File: src/rtl/sdram_boot_pkg.sv
package sdram_boot_pkg;

  typedef enum logic [1:0] {ST_ARM, ST_IDLE, ST_DRAIN, ST_RUN} boot_state_t;

  typedef enum logic [3:0] {
    SP_PWR, SP_PREA1, SP_EMR2, SP_EMR3, SP_EMR1, SP_MR_DLL,
    SP_PREA2, SP_REF1, SP_REF2, SP_MR, SP_REF_LAST
  } boot_step_t;

  // {cs_n, ras_n, cas_n, we_n}
  localparam logic [3:0] CMD_DESEL = 4'b1111;
  localparam logic [3:0] CMD_PRE   = 4'b0010;
  localparam logic [3:0] CMD_REF   = 4'b0001;
  localparam logic [3:0] CMD_MRS   = 4'b0000;

  localparam logic [3:0] MODE_DDR2 = 4'b1011;
  localparam logic [3:0] MODE_MDDR = 4'b1110;

  localparam int PALL_BIT = 10;

  function automatic logic mode_ok(logic [3:0] m);
    return (m == MODE_DDR2) || (m == MODE_MDDR);
  endfunction

  function automatic boot_step_t next_step(boot_step_t s, logic mddr);
    if (mddr && s == SP_PREA1) return SP_EMR1;
    return boot_step_t'(s + 4'd1);
  endfunction

  function automatic logic [15:0] mr_bits(logic [2:0] bl, logic [2:0] cl, logic dll_rst);
    logic [15:0] w;
    w      = '0;
    w[2:0] = bl;
    w[3]   = 1'b0;
    w[6:4] = cl;
    w[8]   = dll_rst;
    return w;
  endfunction

  function automatic logic [15:0] emr_bits(logic mddr, logic drv);
    logic [15:0] w;
    w = '0;
    if (mddr) w[5] = drv;
    else      w[1] = drv;
    return w;
  endfunction

endpackage

File: src/rtl/boot_timer.sv
module boot_timer #(
  parameter int CNT_W = 5
) (
  input  logic             clk,
  input  logic             rst_n,
  input  logic             clear,
  input  logic [CNT_W-1:0] limit,
  output logic [CNT_W-1:0] cnt,
  output logic             expired
);

  always_ff @(posedge clk or negedge rst_n) begin
    if (!rst_n)     cnt <= '0;
    else if (clear) cnt <= '0;
    else            cnt <= cnt + 1'b1;
  end

  assign expired = (cnt == limit);

endmodule

File: src/rtl/boot_ctrl.sv
module boot_ctrl
  import sdram_boot_pkg::*;
(
  input  logic        clk,
  input  logic        rst_n,
  input  logic [3:0]  mode_en,
  input  logic        cfg_we,
  input  logic [3:0]  cfg_field,
  input  logic [2:0]  cas_lat,
  input  logic        drv_reduced,
  input  logic        pend_done,
  input  logic        expired,
  output boot_state_t st,
  output boot_step_t  step,
  output logic        mddr_q,
  output logic [2:0]  cl_q,
  output logic        drv_q,
  output logic        run_start,
  output logic        step_adv,
  output logic        done_q
);

  boot_state_t st_nxt;
  logic cfg_hit, ok, last, finish;

  assign cfg_hit = cfg_we & (|cfg_field) & (st != ST_ARM);
  assign ok      = mode_ok(mode_en);
  assign last    = (step == SP_REF_LAST);

  always_comb begin
    st_nxt = st;
    unique case (st)
      ST_ARM:   st_nxt = ok ? ST_RUN : ST_IDLE;
      ST_IDLE:  if (cfg_hit) st_nxt = ST_DRAIN;
      ST_DRAIN: if (!cfg_hit && pend_done) st_nxt = ok ? ST_RUN : ST_IDLE;
      ST_RUN: begin
        if (cfg_hit)              st_nxt = ST_DRAIN;
        else if (expired && last) st_nxt = ST_IDLE;
      end
      default:  st_nxt = ST_IDLE;
    endcase
  end

  assign run_start = (st != ST_RUN) && (st_nxt == ST_RUN);
  assign step_adv  = (st == ST_RUN) && !cfg_hit && expired && !last;
  assign finish    = (st == ST_RUN) && !cfg_hit && expired && last;

  always_ff @(posedge clk or negedge rst_n) begin
    if (!rst_n) begin
      st     <= ST_ARM;
      step   <= SP_PWR;
      mddr_q <= 1'b0;
      cl_q   <= '0;
      drv_q  <= 1'b0;
      done_q <= 1'b0;
    end else begin
      st     <= st_nxt;
      done_q <= finish;
      if (run_start) begin
        step   <= SP_PWR;
        mddr_q <= (mode_en == MODE_MDDR);
        cl_q   <= cas_lat;
        drv_q  <= drv_reduced;
      end else if (step_adv) begin
        step <= next_step(step, mddr_q);
      end
    end
  end

endmodule

File: src/rtl/boot_cmd_gen.sv
module boot_cmd_gen
  import sdram_boot_pkg::*;
#(
  parameter int         ADDR_W  = 13,
  parameter logic [2:0] BL_CODE = 3'b010,
  parameter int         T_PWRUP = 20,
  parameter int         T_RP    = 3,
  parameter int         T_MRD   = 2,
  parameter int         T_RFC   = 8,
  parameter int         CNT_W   = 5
) (
  input  logic              running,
  input  boot_step_t        step,
  input  logic              first,
  input  logic              mddr,
  input  logic [2:0]        cl,
  input  logic              drv,
  input  logic              cke_hold,
  output logic              cke,
  output logic [3:0]        cmd,
  output logic [1:0]        ba,
  output logic [ADDR_W-1:0] addr,
  output logic [CNT_W-1:0]  limit
);

  logic [15:0] word;

  always_comb begin
    cmd  = CMD_DESEL;
    ba   = 2'b00;
    word = '0;
    if (running && first) begin
      case (step)
        SP_PREA1, SP_PREA2: begin
          cmd            = CMD_PRE;
          word[PALL_BIT] = 1'b1;
        end
        SP_EMR2: begin
          cmd = CMD_MRS;
          ba  = 2'b10;
        end
        SP_EMR3: begin
          cmd = CMD_MRS;
          ba  = 2'b11;
        end
        SP_EMR1: begin
          cmd  = CMD_MRS;
          ba   = mddr ? 2'b10 : 2'b01;
          word = emr_bits(mddr, drv);
        end
        SP_MR_DLL: begin
          cmd  = CMD_MRS;
          word = mr_bits(BL_CODE, cl, !mddr);
        end
        SP_MR: begin
          cmd  = CMD_MRS;
          word = mr_bits(BL_CODE, cl, 1'b0);
        end
        SP_REF1, SP_REF2, SP_REF_LAST: cmd = CMD_REF;
        default: cmd = CMD_DESEL;
      endcase
    end
  end

  assign addr = word[ADDR_W-1:0];
  assign cke  = running ? (step != SP_PWR) : cke_hold;

  always_comb begin
    case (step)
      SP_PWR:                           limit = CNT_W'(T_PWRUP);
      SP_PREA1, SP_PREA2:               limit = CNT_W'(T_RP);
      SP_REF1, SP_REF2, SP_REF_LAST:    limit = CNT_W'(T_RFC);
      default:                          limit = CNT_W'(T_MRD);
    endcase
  end

endmodule

File: src/rtl/sdram_boot_seq.sv
module sdram_boot_seq
  import sdram_boot_pkg::*;
#(
  parameter int         ADDR_W  = 13,
  parameter logic [2:0] BL_CODE = 3'b010,
  parameter int         T_PWRUP = 20,
  parameter int         T_RP    = 3,
  parameter int         T_MRD   = 2,
  parameter int         T_RFC   = 8
) (
  input  logic              clk,
  input  logic              chip_rst_n,
  input  logic              mod_rst_n,
  input  logic [3:0]        mode_en_i,
  input  logic              cfg_we_i,
  input  logic [3:0]        cfg_field_i,
  input  logic [2:0]        cas_lat_i,
  input  logic              drv_reduced_i,
  input  logic              pend_done_i,
  input  logic              traffic_req_i,
  output logic              drain_req_o,
  output logic              flush_o,
  output logic              busy_o,
  output logic              done_o,
  output logic              traffic_gnt_o,
  output logic              sd_cke_o,
  output logic              sd_cs_n_o,
  output logic              sd_ras_n_o,
  output logic              sd_cas_n_o,
  output logic              sd_we_n_o,
  output logic [1:0]        sd_ba_o,
  output logic [ADDR_W-1:0] sd_addr_o
);

  localparam int MAX_A    = (T_PWRUP > T_RFC) ? T_PWRUP : T_RFC;
  localparam int MAX_B    = (T_RP > T_MRD) ? T_RP : T_MRD;
  localparam int MAX_WAIT = (MAX_A > MAX_B) ? MAX_A : MAX_B;
  localparam int CNT_W    = $clog2(MAX_WAIT + 1);

  logic             any_rst_n;
  boot_state_t      st;
  boot_step_t       step;
  logic             mddr_q, drv_q, run_start, step_adv, done_q;
  logic [2:0]       cl_q;
  logic [CNT_W-1:0] cnt, limit;
  logic             expired, cke_w, cke_hold_q;
  logic [3:0]       cmd;
  logic             run_mddr;

  assign any_rst_n = chip_rst_n & mod_rst_n;

  boot_ctrl u_ctrl (
    .clk         (clk),
    .rst_n       (any_rst_n),
    .mode_en     (mode_en_i),
    .cfg_we      (cfg_we_i),
    .cfg_field   (cfg_field_i),
    .cas_lat     (cas_lat_i),
    .drv_reduced (drv_reduced_i),
    .pend_done   (pend_done_i),
    .expired     (expired),
    .st          (st),
    .step        (step),
    .mddr_q      (mddr_q),
    .cl_q        (cl_q),
    .drv_q       (drv_q),
    .run_start   (run_start),
    .step_adv    (step_adv),
    .done_q      (done_q)
  );

  boot_timer #(.CNT_W(CNT_W)) u_timer (
    .clk     (clk),
    .rst_n   (any_rst_n),
    .clear   (run_start | step_adv),
    .limit   (limit),
    .cnt     (cnt),
    .expired (expired)
  );

  boot_cmd_gen #(
    .ADDR_W  (ADDR_W),
    .BL_CODE (BL_CODE),
    .T_PWRUP (T_PWRUP),
    .T_RP    (T_RP),
    .T_MRD   (T_MRD),
    .T_RFC   (T_RFC),
    .CNT_W   (CNT_W)
  ) u_cmd (
    .running  (st == ST_RUN),
    .step     (step),
    .first    (cnt == '0),
    .mddr     (mddr_q),
    .cl       (cl_q),
    .drv      (drv_q),
    .cke_hold (cke_hold_q),
    .cke      (cke_w),
    .cmd      (cmd),
    .ba       (sd_ba_o),
    .addr     (sd_addr_o),
    .limit    (limit)
  );

  always_ff @(posedge clk or negedge any_rst_n) begin
    if (!any_rst_n) cke_hold_q <= 1'b0;
    else            cke_hold_q <= cke_w;
  end

  assign run_mddr      = mddr_q & (st == ST_RUN);
  assign sd_cke_o      = cke_w;
  assign {sd_cs_n_o, sd_ras_n_o, sd_cas_n_o, sd_we_n_o} = cmd;
  assign busy_o        = (st != ST_IDLE);
  assign drain_req_o   = (st == ST_DRAIN);
  assign flush_o       = (st == ST_ARM);
  assign done_o        = done_q;
  assign traffic_gnt_o = traffic_req_i & ~busy_o;

endmodule

File: config.mk
export PLATFORM = sky130hd
export DESIGN_NAME = sdram_boot_seq
export DESIGN_NICKNAME = d
export VERILOG_FILES = /design/src/rtl/sdram_boot_pkg.sv /design/src/rtl/boot_timer.sv /design/src/rtl/boot_ctrl.sv /design/src/rtl/boot_cmd_gen.sv /design/src/rtl/sdram_boot_seq.sv
export SDC_FILE = /design/constraint.sdc
export NUM_CORES = 1
export LEC_CHECK = 0
export BUFFER_PORTS_ARGS = -buffer_cell sky130_fd_sc_hd__buf_2
export CAP_MARGIN = 20
export CORE_MARGIN = 4
export CORE_UTILIZATION = 30
export DETAILED_ROUTE_END_ITERATION = 6
export PLACE_DENSITY = 0.63
export REMOVE_ABC_BUFFERS = 1
export SLEW_MARGIN = 40
export SYNTH_ARGS = -nofsm -noshare
export SYNTH_HDL_FRONTEND = slang
export SYNTH_HIERARCHICAL = 1
export SYNTH_SLANG_ARGS = --single-unit
File: constraint.sdc
create_clock -name clk -period 2.77 [get_ports clk]
set_input_delay 0.1385 -clock clk [delete_from_list [all_inputs] [get_ports clk]]
set_output_delay 0.1385 -clock clk [all_outputs]
set_load 0.02 [all_outputs]
=== Yosys cells after proc, flatten, opt, wreduce, memory -nomap -nowiden ===
Cells that the tools add are included.
Widths: inputs -> output; s select.

* $add $sub $neg: 2
* Eq/ne operators: 19
* Multiplexer cells: 26
* Bitwise operators: 6
* Reduce and logical (&&, ||, !) cells: 23

{| class="wikitable"
|+ Operator list
! operator !! number
|-
| $pmux 9 s3 || 1
|-
| $eq 4x4->1 const B || 5
|-
| $mux 4 || 5
|-
| $eq 4x3->1 const B || 4
|-
| $pmux 5 s3 || 1
|-
| $mux 2 || 7
|-
| $pmux 4 s3 || 1
|-
| $mux 11 || 1
|-
| $logic_and 1x1->1 || 9
|-
| $eq 4x2->1 const B || 2
|-
| $pmux 2 s4 || 1
|-
| $mux 1 || 7
|-
| $eq 2x2->1 const B || 3
|-
| $pmux 2 s3 || 1
|-
| $add 5x1->5 const B || 1
|-
| $eq 5x5->1 || 1
|-
| $logic_not 5->1 || 1
|-
| $mux 5 || 1
|-
| $reduce_or 5->1 || 1
|-
| $add 4x1->4 const B || 1
|-
| $and 1x1->1 || 4
|-
| $eq 4x1->1 const B || 1
|-
| $logic_not 4->1 || 1
|-
| $reduce_bool 2->1 || 2
|-
| 12 further kinds || 14
|}

* Flip-flop bits (word level): 18
* Input bits: 18
* Output and inout bits: 25
* Logic and storage cells: 84

=== Logic depth before layout (Yosys ltp) ===
Gate-level depths: netlist (run 1).

* Depth in word-level cells: 14
* Mapped depth: 12
* Depth with buffers taken out: 11

=== Modules after synthesis ===
The synthesis (run 1) kept the hierarchy.

{| class="wikitable"
|+ By module, submodules not included
! module !! instances !! cells each !! area each (um^2) !! seq. area each (um^2)
|-
| boot_ctrl || 1 || 58 || 650.6 || 300.3
|-
| boot_cmd_gen || 1 || 57 || 384.1 || 0.0
|-
| boot_timer || 1 || 23 || 254.0 || 125.1
|-
| sdram_boot_seq || 1 || 11 || 78.8 || 25.0
|}

=== Least setup slack after synthesis (run 1) ===
OpenSTA, ideal clock, no wires.

* Kind: register -> register
* Start point: register u_ctrl.step[0]
* End point: register u_ctrl.step[1]
* Library setup time: 0.073 ns
* Data arrival time: 2.405 ns
* Data required time: 2.697 ns
* Path slack: 0.292 ns
* Cell stages (with the launch flop): 11
* Path buffers: 2
* Period minus slack after synthesis: 2.478 ns
* Path through: dfrtp_1 buf_2 nor4_2 buf_4 xnor2_1 nand3_1 nor3_2 and3_1 nand3_2 or3_1 a21oi_2

* Cells in the longest elaborated chain, start to end: 11
* Elaborated cells between the ends (all ways): 28
* Those cells by class: add/sub (1); eq/ne (7); mux (10); reduce/logical (10)

{| class="wikitable"
|+ Ends and longest elaborated chain
! element !! RTL line !! text
|-
| start, declared || boot_ctrl.sv:14 || <nowiki>output boot_step_t step,</nowiki>
|-
| start signal, assigned || boot_ctrl.sv:65 || <nowiki>step <= next_step(step, mddr_q);</nowiki>
|-
| $eq 4x4->1 (tied with other cells) || boot_cmd_gen.sv:69 || <nowiki>case (step)</nowiki>
|-
| $reduce_or 3->1 / $reduce_or 2->1 (equally long branches) || boot_cmd_gen.sv:69 ||
|-
| $pmux 5 s3 (*) || boot_cmd_gen.sv:69 ||
|-
| via limit[2] || sdram_boot_seq.sv:45 || <nowiki>logic [CNT_W-1:0] cnt, limit;</nowiki>
|-
| $eq 5x5->1 (*) || boot_timer.sv:18 || <nowiki>assign expired = (cnt == limit);</nowiki>
|-
| via expired || sdram_boot_seq.sv:46 || <nowiki>logic expired, cke_w, cke_hold_q;</nowiki>
|-
| $logic_and 1x1->1 || boot_ctrl.sv:38 || <nowiki>else if (expired && last) st_nxt = ST_IDLE;</nowiki>
|-
| $mux 2 || boot_ctrl.sv:38 ||
|-
| $mux 2 || boot_ctrl.sv:37 || <nowiki>if (cfg_hit) st_nxt = ST_DRAIN;</nowiki>
|-
| $pmux 2 s4 || boot_ctrl.sv:32 || <nowiki>unique case (st)</nowiki>
|-
| $eq 2x2->1 || boot_ctrl.sv:44 || <nowiki>assign run_start = (st != ST_RUN) && (st_nxt == ST_RUN);</nowiki>
|-
| $logic_and 1x1->1 || boot_ctrl.sv:44 ||
|-
| $mux 4 / $reduce_bool 2->1 (equally long branches) || -- ||
|}

Mark *: on every way through the listed nets, which the timed path passes. The rest lies on a longest branch. The select of a mux whose other input is x is not followed.
A chain may end at the register's enable or synchronous reset.

=== Worst setup path after layout (run 1) ===
* Start point: register u_ctrl.step[3]
* End point: register u_ctrl.step[1]

Same word-level chain as after synthesis.

==> impl_metrics.env, run 1 <==
export IMPL_wl_per_cell_um=13.0
export IMPL_setup_viol=0
export IMPL_finalPower_mw=1.15
export IMPL_drcViolationCount=0
export IMPL_ir_drop_v=0.000198
export IMPL_post_place_ws_ns=0.255
export IMPL_startpoint_type="flop"
export IMPL_ios=43
export IMPL_finalMaxSlewViolations=0
export IMPL_htree_levels=1
export IMPL_grt_pass1_wl_um=4780
export IMPL_core_um2=4380
export IMPL_cp_arrival_ns=2.75
export IMPL_io_buffers=35
export IMPL_synth_cell_types=50
export IMPL_crit_path_cell_trace="nand2b_1 > o22ai_2 > nor2_1 > xnor2_1 > nand3_1 > nor3_2 > and3_1 > nand3_2 > or3_1 > a21oi_2"
export IMPL_synthTopCellsByCount="dfrtp_1 (18), nor2_1 (12), buf_4 (9)"
export IMPL_multi_input_area_um2=840
export IMPL_synth_area_um2=1370
export IMPL_leakage_nw=0.774
export IMPL_synth_ff_type="dfrtp_1"
export IMPL_num_vias=1163
export IMPL_synth_adder_area_share=0.0366
export IMPL_setup_tns_final_ns=0
export IMPL_synth_seq_cells=18
export IMPL_clkSinkCount=18
export IMPL_root_buffer="clkbuf_8"
export IMPL_initial_core_util=0.312
export IMPL_fp_dieArea_um2=5700
export IMPL_critical_path_class="flop to flop"
export IMPL_grt_max_degree=19
export IMPL_cts_buffer_depth=2
export IMPL_n_fill_cell=454
export IMPL_synth_top_cell_area_share=0.329
export IMPL_drive_gt1_frac=0.344
export IMPL_timing_fmax_ghz=0.392
export IMPL_r2r_cells=10
export IMPL_crit_path_max_incr_delay_ns=0.51
export IMPL_ys_warn_count=6
export IMPL_layout_nets=212
export IMPL_critPathTopFamily="simple AND/OR/NAND/NOR gates"
export IMPL_ant_nets=0
export IMPL_yosysSeqAreaShare=0.329
export IMPL_diodes=0
export IMPL_final_setup_skew_ns=0.00856
export IMPL_drt_total_wl_um=3140
export IMPL_end_kind="flop"
export IMPL_gp_congestion=0.798
export IMPL_clk_latency_ns=0.26
export IMPL_synth_mux_area_frac=0.0329
export IMPL_numCtsBuffers=3
export IMPL_synth_area_leaders="dfrtp_1 (33%), buf_4 (4.9%), xor2_1 (3.8%)"
export IMPL_fin_util=0.381
export IMPL_die_y_um=75.5
export IMPL_synth_most_common_cell="dfrtp_1"
export IMPL_syn_inst=149
export IMPL_grt_pass1_vias=1016
export IMPL_path_clk_slew_ns=0.08
export IMPL_postCtsSetupBuffers=0
export IMPL_crit_buf_inv=0
export IMPL_avgViaCountPerCell=4.83
export IMPL_area_growth_pct=22.0
export IMPL_finalCriticalPeriod_ns=2.55
export IMPL_cts_tree="yes"
export IMPL_outcome="completed"
export IMPL_relSlewSlack=0.648
export IMPL_rsz0062_at_grt="no"
export IMPL_r2r_start="u_ctrl/step[3]"
export IMPL_cp_slowest_cell="dfrtp_1"
export IMPL_power_density_nw_per_um2=687
export IMPL_whs_ns=0.0177
export IMPL_antenna_found_initial=0
export IMPL_synth_simple_area_share=0.304
export IMPL_overflow=0
export IMPL_place_hpwl_um=2370
export IMPL_hold_viol_final=0
export IMPL_row_count=24
export IMPL_synth_compound_area_frac=0.139
export IMPL_worstMarginPinSlew_ns=0.521
export IMPL_synth_xor_area_frac=0.0704
export IMPL_synth_edf_count=0
export IMPL_critPathMaxFanout=10
export IMPL_seqCellArea_um2=452
export IMPL_period_share=0.921
export IMPL_grtUsageTotal=0.112
export IMPL_maxCapViolCount=0
export IMPL_yosysTopAreaCell="dfrtp_1"
export IMPL_crit_start="u_ctrl/step[3]"
export IMPL_r2r_end="u_ctrl/step[1]"
export IMPL_dieWidth_um=75.5
export IMPL_ys_async_sr_fraction=1.00
export IMPL_syn_avg_cell_area_um2=9.18
export IMPL_first_pass_iters=4
export IMPL_drtIter0Drc=51
export IMPL_setup_ws_ns=0.218
export IMPL_hold_class="input port to async pin"
export IMPL_worstPathRequired_ns=2.97
export IMPL_synth_top_family_by_area="simple AND/OR/NAND/NOR gates"
export IMPL_rrSetupSlack_ns=0.22
-- state kept, by name (all words and copies together), names as in the netlist --
| signal | flops |
|---|---|
| cke_hold_q | 1 |
| u_ctrl/cl_q | 3 |
| u_ctrl/done_q | 1 |
| u_ctrl/drv_q | 1 |
| u_ctrl/mddr_q | 1 |
| u_ctrl/st | 2 |
| u_ctrl/step | 4 |
| u_timer/cnt | 5 |
-- worst min-delay path, cell delays in order --
cell and delay (ns):
buf_2 0.07, and2_2 0.13, buf_2 0.36
-- metal layers --
metal  part of all wire  vias to the layer above  GRT usage
li1                   -                      586          -
met1               0.42                      537      0.136
met2               0.50                       36      0.194
met3              0.069                        4     0.0251
met4              0.013                        0     0.0408
met5                  0                        -          0
-- through the flow --
stage / instance area (µm²) / instances
floorplan: 1300 / 142
global placement: 1580 / 235
detailed placement: 1580 / 235
CTS: 1660 / 241
global route: 1670 / 241
finish: 1670 / 241
-- power by group --
group	switching (mW)	total [mW]	internal (mW)	leakage (nW)
Sequential	0.116	0.472	0.356	0.230
Clock	0.0925	0.219	0.126	0.0288
Combinational	0.229	0.456	0.227	0.516
-- final cells by class --
type / count / area share
clock buffers: 4 / 0.0330
inverters: 6 / 0.0135
multi-input cells: 118 / 0.503
flip-flops and latches: 18 / 0.271
well taps: 52 / 0.0390
repair buffers: 43 / 0.141
-- worst max path at each step --
stage / slack, ns / depth (start not counted) / endpoint
2_1_floorplan: 0.30 / 9 / u_ctrl/step[1]
3_3_place_gp: 0.32 / 10 / u_ctrl/step[1]
3_5_place_dp: 0.25 / 10 / u_ctrl/step[1]
4_1_cts: 0.23 / 10 / u_ctrl/step[1]
5_1_grt: 0.003 / 10 / u_ctrl/step[1]
6_report: 0.22 / 10 / u_ctrl/step[1]
-- timing repair --
item / CTS / global route
hold buffers: 2 / 0
resized for setup: 0 / 3
endpoints found under the hold margin: 18 / 0
setup endpoints to repair: 0 / 2
-- cells by family after synthesis --
| group | Yosys count |
|---|---|
| simple gates | 68 |
| compound gates | 24 |
| buf+inv | 19 |
| flops | 18 |
| xor+xnor | 11 |
| fa+ha+maj | 4 |
| mux | 4 |
| other cells | 1 |
-- cell usage in the layout, fill, tap and decap left out, types with 3 or more instances in the layout --
cell and instances:
buf_2 36, and3_1 4, o21ai_0 3, dfrtp_1 17
xnor2_1 5, nor2_1 12, conb_1 7, buf_4 6
mux2_2 4, nand2_1 7, nor2b_1 4, clkbuf_8 4
a21oi_1 7, inv_1 5, xor2_1 6, nand2b_1 5
ha_1 4, nand3_1 8, and2_1 3
Note: power is estimated with default switching activity, not from simulation.
==> run 2: changes to the inputs <==
--- a/config.mk
+++ b/config.mk
@@ -8,11 +8,12 @@
 export BUFFER_PORTS_ARGS = -buffer_cell sky130_fd_sc_hd__buf_2
 export CAP_MARGIN = 20
 export CORE_MARGIN = 4
-export CORE_UTILIZATION = 30
+export CORE_UTILIZATION = 50
 export DETAILED_ROUTE_END_ITERATION = 6
-export PLACE_DENSITY = 0.63
+export PLACE_DENSITY = 0.89
+export RECOVER_POWER = 100
 export REMOVE_ABC_BUFFERS = 1
-export SLEW_MARGIN = 40
+export SLEW_MARGIN = 20
 export SYNTH_ARGS = -nofsm -noshare
 export SYNTH_HDL_FRONTEND = slang
 export SYNTH_HIERARCHICAL = 1
==> run 2 against run 1 <==
Compared with the run above: cell count down 10%; final area down 6.9%; critical endpoint unchanged; combinational power down 3%; largest power group unchanged.
==> impl_metrics.env, run 2 (synthesized netlist as in run 1, its figures left out) <==
export IMPL_drtIter0Drc=47
export IMPL_leakage_nw=0.688
export IMPL_setup_viol=0
export IMPL_switching_power_mw=0.430
export IMPL_postCtsSetupBuffers=0
export IMPL_grt_pass1_vias=1153
export IMPL_cp_arrival_ns=2.78
export IMPL_end_kind="flop"
export IMPL_outcome="completed"
export IMPL_htree_levels=1
export IMPL_critical_path_class="flop to flop"
export IMPL_r2r_cells=9
export IMPL_pwr_share_comb=0.413
export IMPL_numCtsBuffers=3
export IMPL_timing_fmax_ghz=0.392
export IMPL_final_setup_skew_ns=0.00479
export IMPL_swShare=0.401
export IMPL_regMostFlops="u_timer/cnt"
export IMPL_finalCriticalPeriod_ns=2.55
export IMPL_num_vias=1187
export IMPL_rsz0062_at_grt="no"
export IMPL_whs_ns=0.0681
export IMPL_ant_nets=0
export IMPL_row_count=18
export IMPL_overflow=0
export IMPL_area_growth_pct=13.6
export IMPL_reg_top3="u_timer/cnt x5, u_ctrl/step x4, u_ctrl/cl_q x3"
export IMPL_worstMarginPinSlew_ns=1.13
export IMPL_relSlewSlack=0.244
export IMPL_finalMaxSlewViolations=0
export IMPL_dieWidth_um=60.3
export IMPL_period_share=0.920
export IMPL_hold_start="drv_reduced_i"
export IMPL_wl_per_cell_um=14.0
export IMPL_io_buffers=35
export IMPL_grt_max_degree=19
export IMPL_cts_tree="yes"
export IMPL_drive_gt1_frac=0.231
export IMPL_hold_depth=2
export IMPL_ctsResizeCount=0
export IMPL_whs_endpoint="u_ctrl/drv_q"
export IMPL_antenna_found_initial=0
export IMPL_layout_nets=209
export IMPL_core_um2=2540
export IMPL_hold_buffers=0
export IMPL_largest_reg_flops=5
export IMPL_p_int_mw=0.644
export IMPL_r2r_start="u_ctrl/step[3]"
export IMPL_drt_total_wl_um=3010
export IMPL_hold_viol_final=0
export IMPL_place_hpwl_um=2340
export IMPL_critPathMaxFanout=8
export IMPL_startpoint_type="flop"
export IMPL_initial_core_util=0.537
export IMPL_die_y_um=60.3
export IMPL_setup_tns_final_ns=0
export IMPL_grt_pass1_wl_um=4850
export IMPL_diodes=0
export IMPL_hold_class="input port to flop"
export IMPL_pwr_share_seq=0.435
export IMPL_drcViolationCount=0
export IMPL_avgViaCountPerCell=5.50
export IMPL_gp_congestion=0.776
export IMPL_path_clk_slew_ns=0.11
export IMPL_worstPathRequired_ns=3.00
export IMPL_power_density_nw_per_um2=691
export IMPL_maxCapViolCount=0
export IMPL_layout_commonest_cell="buf_2"
export IMPL_clockPowerShare=0.153
export IMPL_rrSetupSlack_ns=0.22
export IMPL_fp_dieArea_um2=3640
export IMPL_ios=43
export IMPL_final_cell_mix="buf_2 (20), dfrtp_1 (17), clkbuf_1 (16), nor2_1 (13), nand3_1 (8)"
export IMPL_grtUsageTotal=0.177
export IMPL_fin_util=0.611
export IMPL_first_pass_iters=4
export IMPL_cts_buffer_depth=2
export IMPL_clk_latency_ns=0.30
export IMPL_clkSinkCount=18
export IMPL_ir_drop_v=0.000574
export IMPL_root_buffer="clkbuf_4"
export IMPL_r2r_end="u_ctrl/step[1]"
-- run 2: changes by cell type in the layout (fill, tap and decap cells not counted), sizes merged --
cell | previous run | this run
buf | 42 | 24
dlygate4sd3 | 1 | 0
clkbuf | 4 | 20
-- run 2: through the flow --
step / area, µm² / setup slack, ns / cells / power, mW
global placement: 1550 / 0.382 / 212 / 0.896
global route: 1550 / 0.0207 / 216 / 1.15
CTS: 1580 / 0.216 / 216 / 1.09
floorplan: 1300 / 0.295 / 142 / 0.784
detailed placement: 1550 / 0.252 / 212 / 0.929
finish: 1550 / 0.222 / 216 / 1.07
-- run 2: cell type report --
class                           instances  area (µm²)
Fill cell                             227         991
Multi-Input combinational cell        118         816
Tap cell                               30        37.5
Timing Repair Buffer                   40         190
Inverter                                6        22.5
Sequential cell                        18         452
Clock buffer                            4        36.3
-- run 2: how the worst max path moves through the flow --
stage                                 to  depth (start not counted)      startpoint  slack [ns]
after detailed placement  u_ctrl/step[1]                         10  u_ctrl/step[1]        0.25
after CTS                 u_ctrl/step[1]                         10  u_ctrl/step[1]        0.22
final                     u_ctrl/step[1]                          9  u_ctrl/step[3]        0.22
after global routing      u_ctrl/step[1]                          9  u_ctrl/step[3]        0.02
after floorplan           u_ctrl/step[1]                          9  u_ctrl/step[3]        0.30
after global placement    u_ctrl/step[1]                         10  u_ctrl/step[1]        0.38
-- run 2: power by group through the flow --
stage,clock (mW),combinational [mW],sequential (mW)
3_5_place_dp,0,0.458,0.471
6_report,0.164,0.443,0.467
2_1_floorplan,0,0.337,0.448
5_1_grt,0.178,0.496,0.481
3_3_place_gp,0,0.437,0.459
4_1_cts,0.168,0.461,0.465
-- run 2: worst max-delay path: stages, from the launching register on --
cell and delay, ns:
dfrtp_1 0.48, nor4_2 0.35, clkbuf_1 0.23, xnor2_1 0.16
nand3_1 0.11, nor3_2 0.20, and3_1 0.26, nand3_2 0.15
or3_1 0.41, a21oi_2 0.14
-- run 2: routing by layer --
metal,track usage,vias to the layer above,share of wire
met5,0,-,0
met4,0.0633,0,0.011
met3,0.0324,4,0.075
met2,0.319,45,0.50
met1,0.206,556,0.41
li1,-,582,-
